`src/rtl/dr_add_pkg.sv`:
```
// Package: shared dual-rail types and cell equations.
// Assumes: a pair {t,f} is never driven to {1,1} by the environment.
package dr_add_pkg;

    typedef struct packed {
        logic t;
        logic f;
    } dr_t;

    // Majority carry per rail; resolves early once two agreeing inputs arrive.
    function automatic dr_t dr_carry(input dr_t x, input dr_t y, input dr_t z);
        dr_t r;
        r.t = (x.t & y.t) | (x.t & z.t) | (y.t & z.t);
        r.f = (x.f & y.f) | (x.f & z.f) | (y.f & z.f);
        return r;
    endfunction

    // Three-input parity per rail; needs all three inputs valid.
    function automatic dr_t dr_sum(input dr_t x, input dr_t y, input dr_t z);
        dr_t r;
        r.t = (x.t & y.f & z.f) | (x.f & y.t & z.f) | (x.f & y.f & z.t) | (x.t & y.t & z.t);
        r.f = (x.f & y.f & z.f) | (x.t & y.t & z.f) | (x.t & y.f & z.t) | (x.f & y.t & z.t);
        return r;
    endfunction

endpackage

```
`src/rtl/dr_fa1.sv`:
```
// Module: single-bit dual-rail full adder, early-output carry.
// Assumes: inputs follow the return-to-zero protocol.
module dr_fa1
    import dr_add_pkg::*;
(
    input  dr_t a,
    input  dr_t b,
    input  dr_t ci,
    output dr_t s,
    output dr_t co
);

    // Carry may resolve before ci arrives; sum waits for all inputs.
    assign co = dr_carry(a, b, ci);
    assign s  = dr_sum(a, b, ci);

endmodule

```
`src/rtl/dr_fa2.sv`:
```
// Module: dual-bit dual-rail full adder. The carry-out is a flattened
// sum of products (redundant terms), so it does not pass through the
// internal middle carry.
// Assumes: inputs follow the return-to-zero protocol.
module dr_fa2
    import dr_add_pkg::*;
(
    input  dr_t a0,
    input  dr_t b0,
    input  dr_t a1,
    input  dr_t b1,
    input  dr_t ci,
    output dr_t s0,
    output dr_t s1,
    output dr_t co
);

    dr_t c_mid;

    // Middle carry feeds only the upper sum bit.
    assign c_mid = dr_carry(a0, b0, ci);
    assign s0    = dr_sum(a0, b0, ci);
    assign s1    = dr_sum(a1, b1, c_mid);

    // Flattened true-rail carry: equal upper bits decide it at once.
    assign co.t = (a1.t & b1.t)
                | (a1.t & a0.t & b0.t) | (b1.t & a0.t & b0.t)
                | (a1.t & a0.t & ci.t) | (a1.t & b0.t & ci.t)
                | (b1.t & a0.t & ci.t) | (b1.t & b0.t & ci.t);

    // Flattened false-rail carry, the mirror of the true rail.
    assign co.f = (a1.f & b1.f)
                | (a1.f & a0.f & b0.f) | (b1.f & a0.f & b0.f)
                | (a1.f & a0.f & ci.f) | (a1.f & b0.f & ci.f)
                | (b1.f & a0.f & ci.f) | (b1.f & b0.f & ci.f);

endmodule

```
`src/rtl/dr_done.sv`:
```
// Module: completion detector over W dual-rail pairs.
// Assumes: no pair is {1,1}.
module dr_done #(
    parameter int W = 33
) (
    input  logic [W-1:0] rail_t,
    input  logic [W-1:0] rail_f,
    output logic         all_valid,
    output logic         all_spacer
);

    logic [W-1:0] pair_set;

    // A pair holds data when either rail is high.
    assign pair_set   = rail_t | rail_f;
    assign all_valid  = &pair_set;
    assign all_spacer = ~|pair_set;

endmodule

```
`src/rtl/dr_ripple_adder.sv`:
```
// Module: dual-rail ripple adder. N_SINGLE single-bit cells sit at the
// least significant end and N_DUAL dual-bit cells sit above them. A
// completion detector covers the sum and carry-out pairs.
// Assumes: four-phase return-to-zero operation by the environment. The
// block is purely combinational, so no clock or reset enters it.
module dr_ripple_adder
    import dr_add_pkg::*;
#(
    parameter int N_SINGLE = 2,
    parameter int N_DUAL   = 15,
    localparam int W       = N_SINGLE + 2 * N_DUAL,
    localparam int N_STAGE = N_SINGLE + N_DUAL
) (
    input  logic [W-1:0] a_t,
    input  logic [W-1:0] a_f,
    input  logic [W-1:0] b_t,
    input  logic [W-1:0] b_f,
    input  logic         cin_t,
    input  logic         cin_f,
    output logic [W-1:0] sum_t,
    output logic [W-1:0] sum_f,
    output logic         cout_t,
    output logic         cout_f,
    output logic         done,
    output logic         cleared
);

    dr_t a_d [W];
    dr_t b_d [W];
    dr_t s_d [W];
    dr_t cy  [N_STAGE+1];

    // Pack the operand rails into pairs and unpack the sum rails.
    for (genvar i = 0; i < W; i++) begin : g_pack
        assign a_d[i]   = '{t: a_t[i], f: a_f[i]};
        assign b_d[i]   = '{t: b_t[i], f: b_f[i]};
        assign sum_t[i] = s_d[i].t;
        assign sum_f[i] = s_d[i].f;
    end

    // Chain ends: carry-in enters stage 0, and the last carry leaves as cout.
    assign cy[0]  = '{t: cin_t, f: cin_f};
    assign cout_t = cy[N_STAGE].t;
    assign cout_f = cy[N_STAGE].f;

    // Single-bit cells at the least significant positions.
    for (genvar i = 0; i < N_SINGLE; i++) begin : g_single
        dr_fa1 u_fa1 (
            .a  (a_d[i]),
            .b  (b_d[i]),
            .ci (cy[i]),
            .s  (s_d[i]),
            .co (cy[i+1])
        );
    end

    // Dual-bit cells over the remaining positions.
    for (genvar j = 0; j < N_DUAL; j++) begin : g_dual
        localparam int LO = N_SINGLE + 2 * j;
        localparam int ST = N_SINGLE + j;
        dr_fa2 u_fa2 (
            .a0 (a_d[LO]),
            .b0 (b_d[LO]),
            .a1 (a_d[LO+1]),
            .b1 (b_d[LO+1]),
            .ci (cy[ST]),
            .s0 (s_d[LO]),
            .s1 (s_d[LO+1]),
            .co (cy[ST+1])
        );
    end

    // Completion over every sum pair plus the carry-out pair.
    dr_done #(.W(W + 1)) u_done (
        .rail_t     ({cout_t, sum_t}),
        .rail_f     ({cout_f, sum_f}),
        .all_valid  (done),
        .all_spacer (cleared)
    );

endmodule

```
`config.mk`:
```
export PLATFORM = sky130hd
export DESIGN_NAME = dr_ripple_adder
export DESIGN_NICKNAME = d
export VERILOG_FILES = /design/src/rtl/dr_add_pkg.sv /design/src/rtl/dr_fa1.sv /design/src/rtl/dr_fa2.sv /design/src/rtl/dr_done.sv /design/src/rtl/dr_ripple_adder.sv
export SDC_FILE = /design/constraint.sdc
export NUM_CORES = 1
export LEC_CHECK = 0
export ABC_AREA = 1
export BUFFER_PORTS_ARGS = -buffer_cell sky130_fd_sc_hd__buf_2
export CAP_MARGIN = 20
export CORE_UTILIZATION = 25
export DETAILED_ROUTE_END_ITERATION = 10
export GPL_ROUTABILITY_DRIVEN = 0
export GPL_TIMING_DRIVEN = 0
export PLACE_DENSITY = 0.61
export SYNTH_ARGS = -nofsm -noshare
export SYNTH_HDL_FRONTEND = slang
export SYNTH_SLANG_ARGS = --single-unit
```
`constraint.sdc`:
```
create_clock -name vclk -period 3.9
set_clock_uncertainty 0.15 [all_clocks]
set_input_delay 0.585 -clock vclk [all_inputs]
set_output_delay 0.585 -clock vclk [all_outputs]
set_load 0.005 [all_outputs]
```
# ---- After elaboration in Yosys (flattened, before gate mapping)
# Index checks and enable logic that the tools add are counted.
# Widths: inputs -> output; s select.
dict set report op_classes {
  bitwise_logic 1193
  reduce_logical 3
}
# cell n
set ops {}
lappend ops {{$and 1x1->1} 752}
lappend ops {{$or 1x1->1} 440}
lappend ops {{$or 33x33->33} 1}
lappend ops {{$reduce_and 33->1} 1}
lappend ops {{$reduce_or 33->1} 1}
lappend ops {{$logic_not 1->1} 1}
dict set report totals {
  reg_bits 0
  output_inout_bits 68
  elab_cells 1196
}

# ---- Longest topological paths before layout
dict set report logic_depth {
  word_depth 86
  ltp_mapped 38
  depth_no_buf 38
}

# ---- Hierarchy
# Synthesis repeated with hierarchy kept, for this count alone.
dict set report hier_totals {
  hier_cells 772
  area_unflattened_um2 3334.4
}
# mod n_inst cells_per_inst area_each_um2 seq_area_each_um2
set modules_own_cells {}
lappend modules_own_cells {dr_fa2 15 43 187.7 0.0}
lappend modules_own_cells {dr_done 1 91 379.1 0.0}
lappend modules_own_cells {dr_fa1 2 18 70.1 0.0}

# ---- Worst setup path after synthesis
# OpenSTA, ideal clock, no wires.
dict set report synth_timing {
  path_type {input -> output}
  startpoint {input a_t[0]}
  endpoint {output done}
  t_arrival_ns 3.210
  path_slack_ns -0.045
  path_stages 36
  path_cell_list {nand2_1 nand2_2 nand3_2 nand2_2 nand2_2 nand3_2 nand3_2 nand2_2 nand3_2 nand2_2 nand3_2 nand2_2 nand3_2 nand2_2 nand3_2 nand2_2 nand3_2 nand2_2 nand3_2 nand2_2 nand3_2 nand2_2 nand3_2 nand2_2 nand3_2 nand2_2 nand3_2 nand2_2 nand3_2 nand2_1 nand2_1 a22oi_4 nand2_1 nor2_1 nand3_1 nor2_1}
}
dict set report synth_between {
  elab_chain_cells 84
  elab_cells_between_ends 449
}
# element line
set synth_rtl {}
lappend synth_rtl {{start: declaration} dr_ripple_adder.sv:14} ;# input logic [W-1:0] a_t,
lappend synth_rtl {{$and 1x1->1, on equally long branches} {dr_add_pkg.sv:13, dr_add_pkg.sv:21, dr_add_pkg.sv:22}}
lappend synth_rtl {{$or 1x1->1 (2 in series)} dr_add_pkg.sv:13} ;# r.t = (x.t & y.t) | (x.t & z.t) | (y.t & z.t);
lappend synth_rtl {{$and 1x1->1} dr_add_pkg.sv:13}
lappend synth_rtl {{$or 1x1->1 (2 in series)} dr_add_pkg.sv:13}
lappend synth_rtl {{$and 1x1->1} dr_fa2.sv:28} ;# | (a1.t & a0.t & ci.t) | (a1.t & b0.t & ci.t)
lappend synth_rtl {{$or 1x1->1 (2 in series)} dr_fa2.sv:28}
lappend synth_rtl {{$or 1x1->1 (2 in series)} dr_fa2.sv:29} ;# | (b1.t & a0.t & ci.t) | (b1.t & b0.t & ci.t);
lappend synth_rtl {{$and 1x1->1} dr_fa2.sv:28}
lappend synth_rtl {{[60 not listed]} --}
lappend synth_rtl {{$or 1x1->1 (2 in series)} dr_fa2.sv:28}
lappend synth_rtl {{$or 1x1->1 (2 in series)} dr_fa2.sv:29}
lappend synth_rtl {{$and 1x1->1} dr_add_pkg.sv:13}
lappend synth_rtl {{$or 1x1->1 (2 in series)} dr_add_pkg.sv:13}
lappend synth_rtl {{$and 1x1->1, on equally long branches} {dr_add_pkg.sv:21, dr_add_pkg.sv:22}}
lappend synth_rtl {{$or 1x1->1, on equally long branches (2 in series)} {dr_add_pkg.sv:21, dr_add_pkg.sv:22}}
lappend synth_rtl {{$or 33x33->33 *} dr_done.sv:15} ;# assign pair_set = rail_t | rail_f;
lappend synth_rtl {{$reduce_and 33->1 *} dr_done.sv:16} ;# assign all_valid = &pair_set;
lappend synth_rtl {{end: declaration} dr_ripple_adder.sv:24} ;# output logic done,
# Mark *: on every way between the ends. The rest lies on a longest branch, timed or not.

# ---- Worst setup path after layout
dict set report layout_timing {
  startpoint {input a_t[2]}
  endpoint {output cleared}
}
dict set report layout_between {
  elab_chain_cells 82
  elab_cells_between_ends 430
}
# element line
set layout_rtl {}
lappend layout_rtl {{$and 1x1->1} {dr_fa2.sv:27, dr_fa2.sv:28}}
lappend layout_rtl {{$and 1x1->1} dr_fa2.sv:27} ;# | (a1.t & a0.t & b0.t) | (b1.t & a0.t & b0.t)
lappend layout_rtl {{$or 1x1->1 (2 in series)} dr_fa2.sv:27}
lappend layout_rtl {{$or 1x1->1 (2 in series)} dr_fa2.sv:28}
lappend layout_rtl {{$or 1x1->1 (2 in series)} dr_fa2.sv:29}
lappend layout_rtl {{$and 1x1->1} dr_fa2.sv:28}
lappend layout_rtl {{$or 1x1->1 (2 in series)} dr_fa2.sv:28}
lappend layout_rtl {{$or 1x1->1 (2 in series)} dr_fa2.sv:29}
lappend layout_rtl {{[58 not listed]} --}
lappend layout_rtl {{$or 1x1->1 (2 in series)} dr_fa2.sv:29}
lappend layout_rtl {{$and 1x1->1} dr_add_pkg.sv:13}
lappend layout_rtl {{$or 1x1->1 (2 in series)} dr_add_pkg.sv:13}
lappend layout_rtl {{$and 1x1->1, on equally long branches} {dr_add_pkg.sv:21, dr_add_pkg.sv:22}}
lappend layout_rtl {{$or 1x1->1, on equally long branches (2 in series)} {dr_add_pkg.sv:21, dr_add_pkg.sv:22}}
lappend layout_rtl {{$or 33x33->33 *} dr_done.sv:15}
lappend layout_rtl {{$reduce_or 33->1 *} dr_done.sv:17} ;# assign all_spacer = ~|pair_set;
lappend layout_rtl {{$logic_not 1->1 *} dr_done.sv:17}
lappend layout_rtl {{end: declaration} dr_ripple_adder.sv:25} ;# output logic cleared
# Marks and branches as above.

==> impl_summary.txt <==
----------------------------------------------------
[Yosys]
  Fraction of the yosys area taken by sequential cells ... 0%
  Synthesized Nets ... 723
  Area share of the leading cell type in the synthesized netlist ... 26.1%
  Yosys cell types ... 30
  Cell type with the highest aggregate area in the netlist ... nand2_1
  Number of warnings reported in the yosys synthesis log ... 0
  Synthesized instance count ... 593
  Cell types with the largest area share after synthesis ... nand2_1 26%, a22o_1 11%, nand3_2 9.8%
  Cell area after technology mapping ... 3280 µm²
  Average cell area after synthesis ... 5.54 µm²

[Global routing]
  Total GRT Usage ... 15.5%
  Largest net degree at the start of global routing ... 5
  Antenna violations before repair ... 0
  First-pass GRT wire length ... 17,600 µm
  Via count of the first global-routing pass ... 4,211
  Grt ovf ... 0

[Timing]
  Final WS setup ... -667 ps
  Period utilization ... 117%
  Final count of negative-setup-slack endpoints ... 17
  Worst hold margin ... 1350 ps
  Max-slew violation count ... 0
  Tightest slew margin relative to the limit ... 80.1%
  Final setup TNS ... -5660 ps
  Slew of the pin with the lowest slew margin ... 299 ps
  Max Clk Rate ... 219 MHz
  Final-report hold violation count ... 0
  Unrepaired setup endpoints after global routing ... true
  Minimum period implied by the final worst setup slack ... 4570 ps

[Cells and area]
  Final Core Density ... 40.1%
  Share of post-route cells with drive strength above 1 ... 51.5%
  Count of placed standard cells in the final layout, fillers left out ... 988
  Clock buffer count ... 0
  Area added between synthesis and finish ... 55.5%
  Layout filler cell count ... 1,422
  Area of the multi-input gates ... 3330 µm²
  Commonest cells after routing, fill and taps aside ... 206 x nand2_1, 187 x buf_2, 65 x inv_1, 51 x or2_2, 43 x a22o_1
  Final non-filler cell area ... 5110 µm²
  Seq cells ... 0
  Most common cell after layout, fill and taps aside ... nand2_1
  Register Area ... 0 µm²
  Count of antenna diodes in the layout ... 0
  Post-layout net count ... 948

[Outcome]
  Violated checks ... setup timing
  Status ... finished, violations left

[Pwr]
  Highest ir drop seen on vdd ... 68.6 µV
  Final Total Pwr ... 832 µW
  Clock power frac ... 0%
  Internal cell power ... 380 µW
  Net switching fraction of the power ... 54.3%
  LEAKAGE ... 3.02 nW
  Power density normalized to cell area ... 163 nW/µm²
  Part of the total power dissipated in combinational logic ... 100.0%
  Switching power ... 451 µW
  Relative contribution of sequential cells to total power ... 0%

[Worst hold path]
  Type of the tightest min-delay check ... input pin to output port
  Start point of the worst hold path ... cin_f
  Cell depth of the worst min-delay path ... 4
  End of the worst hold path ... sum_f[0]

[Drt]
  Post-route DRC ... 0
  Count of routing violations after the opening detailed-route iteration ... 177
  Pre-Repair DR Iteration Count ... 4
  Mean routed wirelength per cell ... 11.6 µm
  Detail Route Antenna Nets ... 0
  Overall routed net length ... 11,500 µm
  Via-per-instance ratio ... 4.72
  Via Count ... 4,662

[Floorplan]
  Initial core utilization ... 25.8%
  Core Area ... 12,700 µm²
  Floorplan row count ... 41
  Die area ... 13,600 µm²
  Vertical extent of the die ... 117 µm
  DIE WIDTH ... 117 µm
  Number of placed I/O pins ... 198

[Placement]
  Placed cell area ... 4500 µm²
  Post-DP HPWL ... 9760 µm
  Placement Setup Slack ... -753 ps
  Total placed cells including tap cells ... 963
  Number of buffers added on ports ... 198

[Critical path]
  Highest-delay cell along the critical path ... or2_1
  Worst stage delay on the critical path ... 270 ps
  Classification of the worst setup path ... input pin to output port
  Critical Path AT ... 3830 ps
  Crit path max fanout ... 3
  Buf+Inv Stages, Crit Path ... 4
  Data required time of the worst path ... 3160 ps
  Sort of element at the end of the critical path ... output port
  Top cell family by delay on the critical path ... simple AND/OR/NAND/NOR gates
  Startpoint class of the critical path ... input pin
  Path length in cells of the critical path ... 31
  Critical Path Most Common Cell ... nand2_1

[Run]
  Max-cap check violation count ... 0

[Clock tree]
  Post-CTS Hold Fix Bufs ... 0

----------------------------------------------------
Yosys cell counts, types with 5 or more instances:
library cell,n
a22o_2,6
nand3_2,32
nor2_1,30
o22ai_2,7
nand3_1,14
nand2_2,36
inv_1,74
o22ai_1,33
a22oi_4,5
or2_2,51
nand2_1,228
a22o_1,43
o21ai_0,6
kinds of logic after synthesis:
logic type / share of synthesized area (%)
simple gates: 61.0
compound gates: 30.2
buf+inv: 8.84
repair_timing:
item | 4_1_cts | 5_1_grt
pin swaps | 10 | 14
setup endpoints to repair | 20 | 24
buffers inserted | 18 | 7
gates resized for setup | 46 | 55
power by group through the flow:
stage / Sequential (mW) / Clock, mW / Combinational [mW]
final: 0 / 0 / 0.832
after CTS: 0 / 0 / 0.760
after detailed placement: 0 / 0 / 0.709
after global routing: 0 / 0 / 0.921
after global placement: 0 / 0 / 0.705
after floorplan: 0 / 0 / 0.451
worst max path at each step:
stage	slack, ps	end	from
finish	-670	cleared	a_t[2]
global route	-1050	done	a_t[0]
CTS	-680	done	a_t[0]
detailed placement	-750	done	b_f[0]
global placement	-730	cleared	b_f[0]
floorplan	-40	done	b_f[0]
tightest hold or removal path, delay by kind of cell:
kind | cells | cell delay, ps
buffers and inverters | 2 | 200
AO/OA/AOI/OAI | 1 | 90
AND/OR/NAND/NOR | 1 | 40
metal layers:
metal	track usage, %	up-vias	share of wire, %	routed length [µm]
met2	30.2	151	48	5490
met3	3.17	10	7.8	896
met1	17.8	2044	43	4970
met5	0	-	0	0
li1	-	2457	-	-
met4	1.69	0	0.98	112
final cells by class:
type / count / share of cell area (%)
well taps: 172 / 4.21
inverters: 77 / 5.73
repair buffers: 223 / 24.8
multi-input cells: 516 / 65.3
Note: power is estimated with default switching activity, not from simulation.
